File: config.mk
export PLATFORM = sky130hd
export DESIGN_NAME = edgecond_top
export DESIGN_NICKNAME = d
export VERILOG_FILES = /design/src/rtl/edgecond_pkg.sv /design/src/rtl/edgecond_sync.sv /design/src/rtl/edgecond_cfg.sv /design/src/rtl/edgecond_edge.sv /design/src/rtl/edgecond_trig.sv /design/src/rtl/edgecond_top.sv
export SDC_FILE = /design/constraint.sdc
export NUM_CORES = 1
export LEC_CHECK = 0
export BUFFER_PORTS_ARGS = -buffer_cell sky130_fd_sc_hd__buf_4
export CORE_MARGIN = 2
export CORE_UTILIZATION = 52
export DETAILED_ROUTE_END_ITERATION = 8
export GPL_TIMING_DRIVEN = 0
export PLACE_DENSITY_LB_ADDON = 0.3
export SLEW_MARGIN = 20
export SYNTH_ARGS = -nofsm -noshare
export SYNTH_HDL_FRONTEND = slang
export SYNTH_SLANG_ARGS = --single-unit
File: constraint.sdc
create_clock -name clk -period 2.4 [get_ports clk]
set_input_delay 0.24 -clock clk [delete_from_list [all_inputs] [get_ports clk]]
set_output_delay 0.24 -clock clk [all_outputs]
set_load 0.01 [all_outputs]
File: src/rtl/edgecond_pkg.sv
package edgecond_pkg;

  // configuration field selector, upper bits of the config address
  typedef enum logic [1:0] {
    FLD_INV   = 2'd0,
    FLD_LEAD  = 2'd1,
    FLD_TRAIL = 2'd2,
    FLD_MASK  = 2'd3
  } cfg_field_e;

  localparam int unsigned NUM_FIELDS = 4;

  // width of the word index inside the config address
  function automatic int unsigned widx_bits(input int unsigned words);
    return (words > 1) ? $clog2(words) : 1;
  endfunction

endpackage

File: src/rtl/edgecond_sync.sv
module edgecond_sync #(
  parameter int unsigned WIDTH  = 64,
  parameter int unsigned STAGES = 2
) (
  input  logic             clk,
  input  logic             rst,
  input  logic [WIDTH-1:0] d_i,
  output logic [WIDTH-1:0] q_o
);

  logic [WIDTH-1:0] stg_q [STAGES];

  for (genvar s = 0; s < STAGES; s++) begin : g_stage
    if (s == 0) begin : g_first
      always_ff @(posedge clk) begin
        if (rst) stg_q[s] <= '0;
        else     stg_q[s] <= d_i;
      end
    end else begin : g_next
      always_ff @(posedge clk) begin
        if (rst) stg_q[s] <= '0;
        else     stg_q[s] <= stg_q[s-1];
      end
    end
  end

  assign q_o = stg_q[STAGES-1];

endmodule

File: src/rtl/edgecond_cfg.sv
module edgecond_cfg
  import edgecond_pkg::*;
#(
  parameter int unsigned NUM_CH  = 64,
  parameter int unsigned USED_CH = 53,
  parameter int unsigned WORD_W  = 32,
  localparam int unsigned NUM_WORDS = (NUM_CH + WORD_W - 1) / WORD_W,
  localparam int unsigned WIDX_W    = widx_bits(NUM_WORDS),
  localparam int unsigned ADDR_W    = 2 + WIDX_W
) (
  input  logic              clk,
  input  logic              rst,
  input  logic              cfg_wr,
  input  logic [ADDR_W-1:0] cfg_addr,
  input  logic [WORD_W-1:0] cfg_wdata,
  output logic [NUM_CH-1:0] inv_o,
  output logic [NUM_CH-1:0] lead_en_o,
  output logic [NUM_CH-1:0] trail_en_o,
  output logic [NUM_CH-1:0] mask_o
);

  localparam int unsigned PAD_W = NUM_WORDS * WORD_W;
  localparam logic [PAD_W-1:0] ONE = PAD_W'(1);
  // bits of populated channels; unpopulated ones can never be stored
  localparam logic [PAD_W-1:0] USED_FLAT = (ONE << USED_CH) - ONE;

  logic [WORD_W-1:0] regs_q [NUM_FIELDS][NUM_WORDS];
  logic [PAD_W-1:0]  flat   [NUM_FIELDS];

  for (genvar f = 0; f < NUM_FIELDS; f++) begin : g_field
    for (genvar w = 0; w < NUM_WORDS; w++) begin : g_word
      localparam logic [ADDR_W-1:0] MY_ADDR = ADDR_W'((f << WIDX_W) + w);
      localparam logic [WORD_W-1:0] KEEP    = USED_FLAT[w*WORD_W +: WORD_W];
      always_ff @(posedge clk) begin
        if (rst)
          regs_q[f][w] <= '0;
        else if (cfg_wr && (cfg_addr == MY_ADDR))
          regs_q[f][w] <= cfg_wdata & KEEP;
      end
      assign flat[f][w*WORD_W +: WORD_W] = regs_q[f][w];
    end
  end

  assign inv_o      = flat[FLD_INV][NUM_CH-1:0];
  assign lead_en_o  = flat[FLD_LEAD][NUM_CH-1:0];
  assign trail_en_o = flat[FLD_TRAIL][NUM_CH-1:0];
  assign mask_o     = flat[FLD_MASK][NUM_CH-1:0];

  // configuration only moves on a write strobe
  p_cfg_hold_r6: assert property (@(posedge clk) disable iff (rst)
    !cfg_wr |=> $stable({inv_o, lead_en_o, trail_en_o, mask_o}));

endmodule

File: src/rtl/edgecond_edge.sv
module edgecond_edge #(
  parameter int unsigned NUM_CH = 64
) (
  input  logic              clk,
  input  logic              rst,
  input  logic [NUM_CH-1:0] sync_i,
  input  logic [NUM_CH-1:0] inv_i,
  input  logic [NUM_CH-1:0] lead_en_i,
  input  logic [NUM_CH-1:0] trail_en_i,
  output logic [NUM_CH-1:0] cond_o,
  output logic [NUM_CH-1:0] lead_o,
  output logic [NUM_CH-1:0] trail_o
);

  logic [NUM_CH-1:0] prev_q;
  logic [NUM_CH-1:0] prev_cond;

  // both sides of the comparison use the present inversion setting, so a
  // polarity change alone cannot look like a transition
  assign cond_o    = sync_i ^ inv_i;
  assign prev_cond = prev_q ^ inv_i;

  always_ff @(posedge clk) begin
    if (rst) begin
      prev_q  <= '0;
      lead_o  <= '0;
      trail_o <= '0;
    end else begin
      prev_q  <= sync_i;
      lead_o  <= lead_en_i  &  cond_o & ~prev_cond;
      trail_o <= trail_en_i & ~cond_o &  prev_cond;
    end
  end

  // a leading hit needs its enable in the cycle it was formed
  p_lead_enabled_r3: assert property (@(posedge clk) disable iff (rst)
    (lead_o & ~$past(lead_en_i)) == '0);
  // same for the trailing side
  p_trail_enabled_r4: assert property (@(posedge clk) disable iff (rst)
    (trail_o & ~$past(trail_en_i)) == '0);
  // every hit is a single-cycle pulse
  p_hit_single_r2: assert property (@(posedge clk) disable iff (rst)
    ((lead_o & $past(lead_o)) | (trail_o & $past(trail_o))) == '0);
  // the two detectors never fire together on one channel
  p_no_both_r4: assert property (@(posedge clk) disable iff (rst)
    (lead_o & trail_o) == '0);
  // with a steady synchronized input no hit can appear
  p_steady_quiet_r7: assert property (@(posedge clk) disable iff (rst)
    ($past(sync_i) == $past(prev_q)) |-> ((lead_o | trail_o) == '0));

endmodule

File: src/rtl/edgecond_trig.sv
module edgecond_trig #(
  parameter int unsigned NUM_CH = 64
) (
  input  logic              clk,
  input  logic              rst,
  input  logic [NUM_CH-1:0] cond_i,
  input  logic [NUM_CH-1:0] mask_i,
  input  logic              arm_i,
  input  logic              fire_i,
  output logic              pulse_o,
  output logic              armed_o
);

  logic any_hit;

  assign any_hit = |(cond_i & mask_i);

  always_ff @(posedge clk) begin
    if (rst) begin
      armed_o <= 1'b0;
      pulse_o <= 1'b0;
    end else begin
      pulse_o <= 1'b0;
      if (armed_o && (any_hit || fire_i)) begin
        pulse_o <= 1'b1;
        armed_o <= 1'b0;
      end else if (arm_i) begin
        armed_o <= 1'b1;
      end
    end
  end

  // a pulse only follows an armed cycle
  p_pulse_needs_arm_r9: assert property (@(posedge clk) disable iff (rst)
    pulse_o |-> $past(armed_o));
  // the pulse and the disarm coincide
  p_pulse_disarms_r9: assert property (@(posedge clk) disable iff (rst)
    pulse_o |-> !armed_o);
  // one cycle wide
  p_pulse_single_r9: assert property (@(posedge clk) disable iff (rst)
    pulse_o |=> !pulse_o);
  // fire while disarmed does nothing
  p_fire_ignored_r10: assert property (@(posedge clk) disable iff (rst)
    (!armed_o && fire_i) |=> !pulse_o);

endmodule

File: src/rtl/edgecond_top.sv
module edgecond_top
  import edgecond_pkg::*;
#(
  parameter int unsigned NUM_CH      = 64,
  parameter int unsigned USED_CH     = 53,
  parameter int unsigned WORD_W      = 32,
  parameter int unsigned SYNC_STAGES = 2,
  localparam int unsigned CFG_ADDR_W =
    2 + widx_bits((NUM_CH + WORD_W - 1) / WORD_W)
) (
  input  logic                  clk,
  input  logic                  rst,
  input  logic [NUM_CH-1:0]     raw_in,
  input  logic                  cfg_wr,
  input  logic [CFG_ADDR_W-1:0] cfg_addr,
  input  logic [WORD_W-1:0]     cfg_wdata,
  input  logic                  sync_arm,
  input  logic                  sync_fire,
  output logic [NUM_CH-1:0]     lead_hit,
  output logic [NUM_CH-1:0]     trail_hit,
  output logic                  sync_pulse,
  output logic                  sync_armed
);

  localparam logic [NUM_CH-1:0] ONE       = NUM_CH'(1);
  localparam logic [NUM_CH-1:0] USED_MASK = (ONE << USED_CH) - ONE;

  logic [NUM_CH-1:0] raw_used;
  logic [NUM_CH-1:0] sync_lvl;
  logic [NUM_CH-1:0] cond_lvl;
  logic [NUM_CH-1:0] inv_cfg, lead_cfg, trail_cfg, mask_cfg;

  // unpopulated channels are tied low before the synchronizer
  assign raw_used = raw_in & USED_MASK;

  edgecond_cfg #(
    .NUM_CH (NUM_CH),
    .USED_CH(USED_CH),
    .WORD_W (WORD_W)
  ) u_cfg (
    .clk       (clk),
    .rst       (rst),
    .cfg_wr    (cfg_wr),
    .cfg_addr  (cfg_addr),
    .cfg_wdata (cfg_wdata),
    .inv_o     (inv_cfg),
    .lead_en_o (lead_cfg),
    .trail_en_o(trail_cfg),
    .mask_o    (mask_cfg)
  );

  edgecond_sync #(
    .WIDTH (NUM_CH),
    .STAGES(SYNC_STAGES)
  ) u_sync (
    .clk(clk),
    .rst(rst),
    .d_i(raw_used),
    .q_o(sync_lvl)
  );

  edgecond_edge #(
    .NUM_CH(NUM_CH)
  ) u_edge (
    .clk       (clk),
    .rst       (rst),
    .sync_i    (sync_lvl),
    .inv_i     (inv_cfg),
    .lead_en_i (lead_cfg),
    .trail_en_i(trail_cfg),
    .cond_o    (cond_lvl),
    .lead_o    (lead_hit),
    .trail_o   (trail_hit)
  );

  edgecond_trig #(
    .NUM_CH(NUM_CH)
  ) u_trig (
    .clk    (clk),
    .rst    (rst),
    .cond_i (cond_lvl),
    .mask_i (mask_cfg),
    .arm_i  (sync_arm),
    .fire_i (sync_fire),
    .pulse_o(sync_pulse),
    .armed_o(sync_armed)
  );

  // nothing ever appears on unpopulated channels
  p_unused_quiet_r8: assert property (@(posedge clk) disable iff (rst)
    ((lead_hit | trail_hit) & ~USED_MASK) == '0);
  // outputs idle in the cycle after reset
  p_reset_idle_r1: assert property (@(posedge clk)
    $past(rst) |-> (lead_hit == '0 && trail_hit == '0 && !sync_pulse && !sync_armed));

endmodule

# Word level (Yosys, flattened, before mapping)
# Memory sizes are Yosys's and may differ from the RTL's.
# Index checks and enable logic that the tools add are counted.
op_classes:
  n_bitwise: 19
  n_eq_ne: 7
  mux: 38
  n_reduce_logical: 13
op_table:
  columns: ["cell", "count"]
  rows:
  - ["$and A64 B64 Y64", 5]
  - ["$mux W32", 4]
  - ["$mux W64", 2]
  - ["$not A64 Y64", 2]
  - ["$xor A64 B64 Y64", 2]
  - ["$mux W21", 4]
  - ["$reduce_or A64 Y1", 1]
  - ["$mux W1", 28]
  - ["$eq A3 B3 Y1 const B", 4]
  - ["$or A1 B1 Y1", 10]
  - ["$logic_and A1 B1 Y1", 9]
  - ["$eq A3 B2 Y1 const B", 2]
  - ["$eq A3 B1 Y1 const B", 1]
  - ["$logic_not A3 Y1", 1]
  - ["$reduce_or A2 Y1", 1]
  - ["$logic_or A1 B1 Y1", 1]
totals:
  ramBits: 340
  wordCells: 84
  output_inout_bits: 130
  regBits: 194
  inputBits: 104
  memories: 2
mem_list:
  columns: ["name", "depth", "width", "rd", "rd_ports_with_merged_regs", "wr", "line_no", "source"]
  rows:
  - ["u_cfg.regs_q", 4, 53, 4, 0, 4, "edgecond_cfg.sv:27", "logic [WORD_W-1:0] regs_q [NUM_FIELDS][NUM_WORDS];"]
  - ["u_sync.stg_q", 2, 64, 2, 0, 2, "edgecond_sync.sv:11", "logic [WIDTH-1:0] stg_q [STAGES];"]

# Longest topological paths before layout
# Gate-level depths: netlist (run 1).
# An unclocked memory read counts as a cell.
logic_depth:
  depth_word: 7
  mapped_depth: 5
  mapped_depth_nobuf: 5

# Hierarchy
# From an unflattened synthesis (run 1), not the netlist that was laid out.
unflattened:
  hier_cells: 1744
  hier_area_um2: 20592.2
by_module_without_submodules:
  columns: ["mod", "n_inst", "cells_per_inst", "area_per_inst_um2", "seq_area_each_um2"]
  rows:
  - ["edgecond_edge", 1, 853, 8642.0, 3843.7]
  - ["edgecond_cfg", 1, 571, 8084.0, 6366.1]
  - ["edgecond_sync", 1, 270, 3464.6, 2562.5]
  - ["edgecond_trig", 1, 49, 397.9, 40.0]
  - ["edgecond_top", 1, 1, 3.8, 0.0]

# Worst setup path before layout (run 1)
# No wires, ideal clock.
synth_path:
  path_kind: "in2reg"
  from: "in cfg_addr[2]"
  to: "mem u_cfg.regs_q[1][21] in the netlist's numbering, enable pin"
  t_required_ns: 1.972
  setup_time_ns: 0.428
  n_path_buf: 0
  path_slack_ns: 0.022
  cell_stages: 2
  t_arrival_ns: 1.950
  path_cell_list: "nand2b_1 -> o21bai_1"
synth_rtl:
  columns: ["item", "line_no", "source"]
  rows:
  - ["start: declaration", "edgecond_top.sv:15", "input logic [CFG_ADDR_W-1:0] cfg_addr,"]
  - ["end: declaration", "edgecond_cfg.sv:27", null]

==> results of run 1 <==
synth_stat cells, types with 2 or more instances:
library cell	count
sky130_fd_sc_hd__nor2_1	15
sky130_fd_sc_hd__nand4_1	6
sky130_fd_sc_hd__dfxtp_1	267
sky130_fd_sc_hd__a21oi_1	5
sky130_fd_sc_hd__nand2b_1	4
sky130_fd_sc_hd__xor2_1	53
sky130_fd_sc_hd__nor3b_1	108
sky130_fd_sc_hd__a22oi_1	25
sky130_fd_sc_hd__clkbuf_1	50
sky130_fd_sc_hd__nand2_1	6
sky130_fd_sc_hd__o21bai_1	6
sky130_fd_sc_hd__and2_1	212
sky130_fd_sc_hd__nor2b_1	263
sky130_fd_sc_hd__mux2i_1	102
sky130_fd_sc_hd__edfxtp_1	212
sky130_fd_sc_hd__buf_4	22
sky130_fd_sc_hd__nor3_2	2
repair_timing:
action / 4_1_cts / 5_1_grt
resized for setup: 0 / 1
endpoints found under the setup margin: 0 / 8
hold buffers: 60 / 0
hold endpoints to repair: 72 / 0
routing by layer:
| metal | vias to the layer above | wire length (µm) | global-route usage [%] | part of all wire (%) |
|---|---|---|---|---|
| met5 | - | 0 | 0 | 0 |
| met4 | 0 | 1660 | 9.89 | 3.8 |
| met3 | 88 | 2690 | 3.95 | 6.1 |
| met2 | 390 | 21500 | 41.0 | 49 |
| met1 | 5408 | 17900 | 31.3 | 41 |
| li1 | 5264 | - | - | - |
worst reg2reg max path, stage by stage, from the launching register on:
cell,delay (ns)
sky130_fd_sc_hd__edfxtp_1,0.45
sky130_fd_sc_hd__xor2_1,0.21
sky130_fd_sc_hd__a22oi_1,0.37
sky130_fd_sc_hd__nand4_1,0.22
sky130_fd_sc_hd__nor4_2,0.35
sky130_fd_sc_hd__a311oi_1,0.13
metrics by stage:
stage | cells | power, mW
2_1_floorplan | 1389 | 9.78
3_3_place_gp | 2036 | 10.3
3_5_place_dp | 2042 | 10.3
4_1_cts | 2188 | 17.4
5_1_grt | 2188 | 17.9
6_report | 2188 | 17.3
registers in the layout, indices dropped and copies added, names as in the netlist:
register and count:
u_trig.pulse_o 1, u_edge.prev_q 53, u_trig.armed_o 1, u_cfg.regs_q 212, u_sync.stg_q 106, u_edge.trail_o 53, u_edge.lead_o 53
path summary, 6_finish.rpt:
check | start | endpoint | slack (ns) | depth (start not counted)
worst min register to register | u_sync.stg_q[0][27]$_SDFF_PP0_ | u_sync.stg_q[1][27]$_SDFF_PP0_ | 0.43 | 1
worst min-delay path | cfg_wdata[25] | u_cfg.regs_q[2][46]$_SDFFCE_PN0P_ | 0.02 | 2
worst max register to register | u_cfg.regs_q[0][4]$_SDFFCE_PN0P_ | u_trig.pulse_o$_SDFF_PP0_ | 0.52 | 5
worst max-delay path | rst | u_cfg.regs_q[0][49]$_SDFFCE_PN0P_ | 0.19 | 5
power groups by stage:
stage                     sequential (mW)  combinational (mW)  clock (mW)
final                                9.09                1.17        7.09
after global routing                 9.12                1.24        7.50
after CTS                            9.09                1.17        7.16
after detailed placement             9.26                1.09           0
after global placement               9.25                1.01           0
after floorplan                      9.23               0.550           0
final cells by class:
cell class                 instances  area, µm²  area share (%)
multi-input combinational        836       5910            26.6
clock inverter                    17        156           0.703
inverter                           1       3.75          0.0169
clock buffer                      69       1310            5.89
timing repair buffer             265       2240            10.1
buffer                            73        357            1.60
sequential                       479      11700            52.6
tap                              448        561            2.52
logic make-up (layout without fill, tap and decap cells):
family                 Yosys count  in the layout  share of synthesized area, %
flip-flops                     479            479                          65.7
AO/OA/AOI/OAI                   41             41                          1.69
multiplexers                   102            102                          5.73
XOR/XNOR                        53             53                          2.60
AND/OR/NAND/NOR                618            618                          22.2
buffers and inverters           74            425                          2.02
other                            1             22                        0.0210
==> results.sh, run 1 <==
export IMPL_criticalPathCategory="input pin to register"
export IMPL_synth_top_cell_area_share_pct=35.7
export IMPL_finalSetupTns_ns=0
export IMPL_clkSlewWorstSetupHoldPaths_ns=0.06
export IMPL_top_flip_flop_cell_by_instance_count_after_synthesis="sky130_fd_sc_hd__dfxtp_1"
export IMPL_area_delta_synth_final_pct=24.8
export IMPL_antenna_diodes=0
export IMPL_unrepaired_setup_endpoints_after_global_routing="false"
export IMPL_remaining_drc_errors=0
export IMPL_synth_largest_area_cell="sky130_fd_sc_hd__edfxtp_1"
export IMPL_worst_case_setup_margin_in_the_final_layout_ns=0.186
export IMPL_layout_nets=1807
export IMPL_timing_final_crit_period_ns=2.21
export IMPL_critPathMaxStageDelay_ns=0.55
export IMPL_share_comb_of_total_power_pct=6.7
export IMPL_worstPathCellList="clkbuf_1, clkbuf_1, clkbuf_1, a21o_2, buf_16"
export IMPL_dp_worst_setup_slack_ns=-0.470
export IMPL_finalSetupViolations=0
export IMPL_power_static_leakage_nw=8.96
export IMPL_tritoncts="built"
export IMPL_hpwlAfterDp_mm=30.0
export IMPL_max_freq_mhz=452
export IMPL_number_of_antenna_violations_at_the_first_check_in_global_routing=0
export IMPL_final_max_slew_violation_count=0
export IMPL_initial_utilization_pct=53.0
export IMPL_floorplan_die_width_um=189
export IMPL_placeableCoreArea_um2=33600
export IMPL_critPathSlowestCell="sky130_fd_sc_hd__a21o_2"
export IMPL_timing_max_slew_rel_slack_pct=43.0
export IMPL_gr_usage_all_layers_pct=24.3
export IMPL_portion_of_the_post_synthesis_area_used_by_sequential_elements_pct=65.7
export IMPL_sequentialPowerShare_pct=52.4
export IMPL_global_route_wire_length_before_repair_mm=65.0
export IMPL_avgRoutedWirePerCell_um=20.0
export IMPL_cts_root_buffer_cell="sky130_fd_sc_hd__clkbuf_16"
export IMPL_globalRouteOverflowTotal=0
export IMPL_mostFrequentLayoutCells="267 x sky130_fd_sc_hd__dfxtp_1, 263 x sky130_fd_sc_hd__nor2b_1, 221 x sky130_fd_sc_hd__buf_4, 212 x sky130_fd_sc_hd__and2_1, 212 x sky130_fd_sc_hd__edfxtp_1"
export IMPL_gp_routability_congestion=0.858
export IMPL_worst_setup_path_end_kind="register"
export IMPL_length_of_the_first_detailed_routing_pass_in_iterations=6
export IMPL_critical_path_top_delay_family="buffers and inverters"
export IMPL_cp_buffers_inverters=4
export IMPL_drive_above_1_share_pct=17.2
export IMPL_clkPwrFrac_pct=40.9
export IMPL_net_switching_share_of_the_total_power_pct=21.9
export IMPL_grt_pass1_vias=11300
export IMPL_timing_worst_slew_pin_value_ns=0.855
export IMPL_ant_nets=0
export IMPL_fin_util_pct=66.2
export IMPL_vias=11200
export IMPL_yosysWarningCount=0
export IMPL_post_synth_cell_area_avg_um2=13.0
export IMPL_die_h_um=189
export IMPL_clock_tree_htree_level_count=2
export IMPL_yosys_top_cells_area="sky130_fd_sc_hd__edfxtp_1 36%, sky130_fd_sc_hd__dfxtp_1 30%, sky130_fd_sc_hd__nor2b_1 9.2%, sky130_fd_sc_hd__and2_1 7.4%, sky130_fd_sc_hd__mux2i_1 5.7%"
export IMPL_number_of_standard_cells_after_synthesis=1368
export IMPL_worstSkewPairLatency_ns=0.56
export IMPL_switchingPower_mw=3.80
export IMPL_io_buffers=199
export IMPL_most_common_cell_after_layout_fill_and_taps_aside="sky130_fd_sc_hd__dfxtp_1"
export IMPL_post_cts_setup_buffers=0
export IMPL_cts_buffers=47
export IMPL_yosysUniqueCellTypes=27
export IMPL_placement_cell_area_um2=20200
export IMPL_design_portCount=234
export IMPL_final_hold_violation_count=0
export IMPL_setup_worst_path_start_class="input pin"
export IMPL_cts_root_to_sink_buffers=3
export IMPL_postSynth_asyncResetShare_pct=0
export IMPL_cp_data_required_time_ns=2.65
export IMPL_routed_wl_mm=43.7
export IMPL_synth_cell_area_um2=17800
export IMPL_final_cell_area_um2=22300
export IMPL_timing_max_cap_violations=0
export IMPL_maximum_number_of_pins_on_one_net_before_global_route_repair=24
export IMPL_crit_path_frequent_cell="sky130_fd_sc_hd__clkbuf_1"
export IMPL_synth_seq_cells=479
export IMPL_via_per_inst=5.10
export IMPL_power_density_cell_area_nw_per_um2=779
export IMPL_die_area_um2=35800
export IMPL_smallest_hold_slack_ns=0.0159
export IMPL_placement_rows=67
export IMPL_hold_removal_path_class="input pin to register"
export IMPL_crit_path_max_fanout=17
export IMPL_fillCellCount=2501
export IMPL_number_of_enable_flip_flop_cells_after_synthesis=212
export IMPL_outcome="completed"
export IMPL_drt_iter0_drc=855
export IMPL_numClockSinks=479
export IMPL_skew_ns=0.0240
export IMPL_cell_internal_power_dissipation_mw=13.5
export IMPL_finalCritPeriodShare_pct=92.3
export IMPL_worstPathArrival_ns=2.46
export IMPL_vdd_drop_max_mv=0.545
Note: power is estimated with default switching activity, not from simulation.
==> inputs of run 2 (changes only) <==
Settings changed: CORE_UTILIZATION 52 to 53, SYNTH_HIERARCHICAL set to 1.
==> results.sh, run 2 <==
export IMPL_via_per_inst=5.21
export IMPL_top_regs="u_cfg/regs_q (212), u_sync/stg_q (128)"
export IMPL_hold_removal_path_class="input pin to register"
export IMPL_synth_cells_most_frequent="322 x sky130_fd_sc_hd__dfxtp_1, 213 x sky130_fd_sc_hd__nor2_1, 212 x sky130_fd_sc_hd__edfxtp_1"
export IMPL_number_of_standard_cells_after_synthesis=1744
export IMPL_r2r_end="u_trig/pulse_o$_SDFF_PP0_"
export IMPL_skew_ns=0.0169
export IMPL_cts_root_buffer_cell="sky130_fd_sc_hd__clkbuf_16"
export IMPL_cts_repair_resize_count=0
export IMPL_critical_path_top_delay_family="buffers and inverters"
export IMPL_post_synth_cell_area_avg_um2=11.8
export IMPL_power_static_leakage_nw=9.59
export IMPL_gr_usage_all_layers_pct=25.3
export IMPL_layout_nets=2234
export IMPL_criticalPathCategory="input pin to register"
export IMPL_crit_path_frequent_cell="sky130_fd_sc_hd__clkbuf_1"
export IMPL_top_flip_flop_cell_by_instance_count_after_synthesis="sky130_fd_sc_hd__dfxtp_1"
export IMPL_crit_path_max_fanout=10
export IMPL_io_buffers=218
export IMPL_floorplan_die_width_um=201
export IMPL_avgRoutedWirePerCell_um=19.2
export IMPL_placement_cell_area_um2=23100
export IMPL_outcome="completed"
export IMPL_area_delta_synth_final_pct=23.7
export IMPL_die_area_um2=40400
export IMPL_finalCritPeriodShare_pct=92.4
export IMPL_timing_max_slew_rel_slack_pct=29.2
export IMPL_path_depth=7
export IMPL_largest_register_ff_count=212
export IMPL_globalRouteOverflowTotal=0
export IMPL_timing_critical_path_to="u_cfg/regs_q[0][78]$_SDFFCE_PN0P_"
export IMPL_global_route_wire_length_before_repair_mm=77.3
export IMPL_max_flop_register="u_cfg/regs_q"
export IMPL_worstSkewPairLatency_ns=0.60
export IMPL_grt_pass1_vias=13700
export IMPL_gp_routability_congestion=0.867
export IMPL_final_max_slew_violation_count=0
export IMPL_most_common_cell_after_layout_fill_and_taps_aside="sky130_fd_sc_hd__dfxtp_1"
export IMPL_setup_worst_path_start_class="input pin"
export IMPL_synth_top_cell_area_share_pct=31.3
export IMPL_die_h_um=201
export IMPL_yosysUniqueCellTypes=34
export IMPL_unrepaired_setup_endpoints_after_global_routing="false"
export IMPL_vias=14100
export IMPL_maximum_number_of_pins_on_one_net_before_global_route_repair=33
export IMPL_worstPathArrival_ns=2.54
export IMPL_synth_cell_area_um2=20600
export IMPL_portion_of_the_post_synthesis_area_used_by_sequential_elements_pct=62.2
export IMPL_worst_r2r_cell_count=6
export IMPL_worst_setup_path_end_kind="register"
export IMPL_finalSetupTns_ns=0
export IMPL_numClockSinks=534
export IMPL_timing_final_crit_period_ns=2.22
export IMPL_hold_buffers=57
export IMPL_cts_root_to_sink_buffers=3
export IMPL_yosysMostFrequentCell="sky130_fd_sc_hd__dfxtp_1"
export IMPL_vdd_drop_max_mv=0.561
export IMPL_cp_data_required_time_ns=2.72
export IMPL_yosysWarningCount=6
export IMPL_number_of_antenna_violations_at_the_first_check_in_global_routing=4
export IMPL_placeableCoreArea_um2=38500
export IMPL_remaining_drc_errors=0
export IMPL_yosys_top_cells_area="sky130_fd_sc_hd__dfxtp_1 31%, sky130_fd_sc_hd__edfxtp_1 31%, sky130_fd_sc_hd__nor2b_1 5.9%, sky130_fd_sc_hd__or3b_1 5.4%, sky130_fd_sc_hd__nand2b_1 4.9%"
export IMPL_worst_setup_path_startpoint="rst"
export IMPL_rrSetupSlack_ns=0.24
export IMPL_drt_iter0_drc=1050
export IMPL_critPathSlowestCell="sky130_fd_sc_hd__clkbuf_1"
export IMPL_design_portCount=234
export IMPL_drive_above_1_share_pct=21.1
export IMPL_timing_worst_slew_pin_value_ns=1.06
export IMPL_mostFrequentLayoutCells="322 x sky130_fd_sc_hd__dfxtp_1, 273 x sky130_fd_sc_hd__buf_4, 213 x sky130_fd_sc_hd__nor2_1, 212 x sky130_fd_sc_hd__edfxtp_1, 193 x sky130_fd_sc_hd__nor2b_1"
export IMPL_power_density_cell_area_nw_per_um2=773
export IMPL_post_cts_setup_buffers=0
export IMPL_synth_largest_area_cell="sky130_fd_sc_hd__dfxtp_1"
export IMPL_critPathMaxStageDelay_ns=0.56
export IMPL_ant_nets=0
export IMPL_final_hold_violation_count=0
export IMPL_clkSlewWorstSetupHoldPaths_ns=0.06
export IMPL_placement_rows=72
export IMPL_clock_tree_htree_level_count=2
export IMPL_cts_buffers=54
export IMPL_finalSetupViolations=0
export IMPL_cp_buffers_inverters=5
export IMPL_max_freq_mhz=451
export IMPL_tritoncts="built"
export IMPL_final_cell_area_um2=25500
export IMPL_timing_max_cap_violations=0
export IMPL_synth_seq_cells=534
export IMPL_postSynth_asyncResetShare_pct=0
export IMPL_number_of_enable_flip_flop_cells_after_synthesis=212
export IMPL_routed_wl_mm=51.8
export IMPL_hpwlAfterDp_mm=36.1
export IMPL_initial_utilization_pct=53.5
export IMPL_worstReg2RegStart="u_cfg/regs_q[0][46]$_SDFFCE_PN0P_"
export IMPL_length_of_the_first_detailed_routing_pass_in_iterations=6
export IMPL_worstPathCellList="dlygate4sd3_1, buf_4, buf_2, nand4bb_1, clkbuf_1, clkbuf_1, nor2_1"
## run 2: cell count changes in the layout (fill, tap and decap cells not counted), moves of 33 or more
cell and delta:
sky130_fd_sc_hd__nand3b_1 +128, sky130_fd_sc_hd__mux2i_1 -102, sky130_fd_sc_hd__a21oi_1 +68, sky130_fd_sc_hd__dfxtp_1 +55, sky130_fd_sc_hd__nor2_1 +198, sky130_fd_sc_hd__and2_1 -212
sky130_fd_sc_hd__nand2b_1 +156, sky130_fd_sc_hd__nor3b_1 -108, sky130_fd_sc_hd__or3b_1 +128, sky130_fd_sc_hd__nor2b_1 -70, sky130_fd_sc_hd__a21oi_2 +56, sky130_fd_sc_hd__conb_1 +33
sky130_fd_sc_hd__buf_4 +52
## run 2: report_power, final
part | internal, mW | switching (mW)
clock network | 4.80 | 3.44
logic | 0.607 | 0.750
registers | 9.84 | 0.245
total | 15.2 | 4.43
## run 2: worst min-delay path, delay by kind of cell
kind	cells	cell delay (ns)
and+or+nand+nor	2	0.19
buffers and inverters	1	0.08
## run 2: worst min-delay path by stage
stage,startpoint,end,depth (start not counted)
2_1_floorplan,rst,u_trig/armed_o$_SDFFE_PP0P_,1
3_3_place_gp,u_sync/stg_q[0][34]$_SDFF_PP0_,u_sync/stg_q[1][34]$_SDFF_PP0_,1
3_5_place_dp,u_sync/stg_q[0][3]$_SDFF_PP0_,u_sync/stg_q[1][3]$_SDFF_PP0_,1
4_1_cts,cfg_wdata[28],u_cfg/regs_q[0][102]$_SDFFCE_PN0P_,3
5_1_grt,cfg_wdata[25],u_cfg/regs_q[0][46]$_SDFFCE_PN0P_,3
6_report,cfg_wdata[28],u_cfg/regs_q[0][102]$_SDFFCE_PN0P_,3
## run 2: per-stage QoR
step | instances | util [%] | hold slack, ns | setup WS [ns] | total power [mW]
final | 2697 | 66.2 | 0.0388 | 0.183 | 19.7
after detailed placement | 2535 | 60.1 | 0.420 | 0.242 | 11.5
after floorplan | 1797 | - | 0.309 | 0.637 | 10.9
after global placement | 2533 | 60.0 | 0.418 | -0.0353 | 11.5
after global routing | 2697 | 66.2 | 0.0418 | 0.144 | 20.3
after CTS | 2693 | 66.2 | 0.0112 | 0.266 | 19.8
## run 2: final cells by class
class | instances | area [µm²]
tap | 518 | 648
clock inverter | 18 | 135
timing repair buffer | 277 | 2250
sequential | 534 | 12800
buffer | 112 | 713
inverter | 3 | 11.3
fill | 2861 | 13000
clock buffer | 83 | 1640
antenna | 4 | 10.0
multi-input combinational | 1148 | 7260
## run 2: kinds of logic (layout without fill, tap and decap cells)
group,after synthesis,in the layout,share of synthesized area [%]
AO/OA/AOI/OAI,169,169,5.82
XOR/XNOR,64,64,2.72
buffers and inverters,115,493,3.52
flip-flops,534,534,62.2
other,2,59,0.0365
AND/OR/NAND/NOR,860,860,25.7
## run 2: layer usage
layer	vias to the layer above	track usage (%)	wire length, µm
met3	114	4.73	4080
met5	-	0	7
met2	529	41.2	24400
met1	6753	32.6	20900
met4	2	12.7	2410
li1	6660	-	-
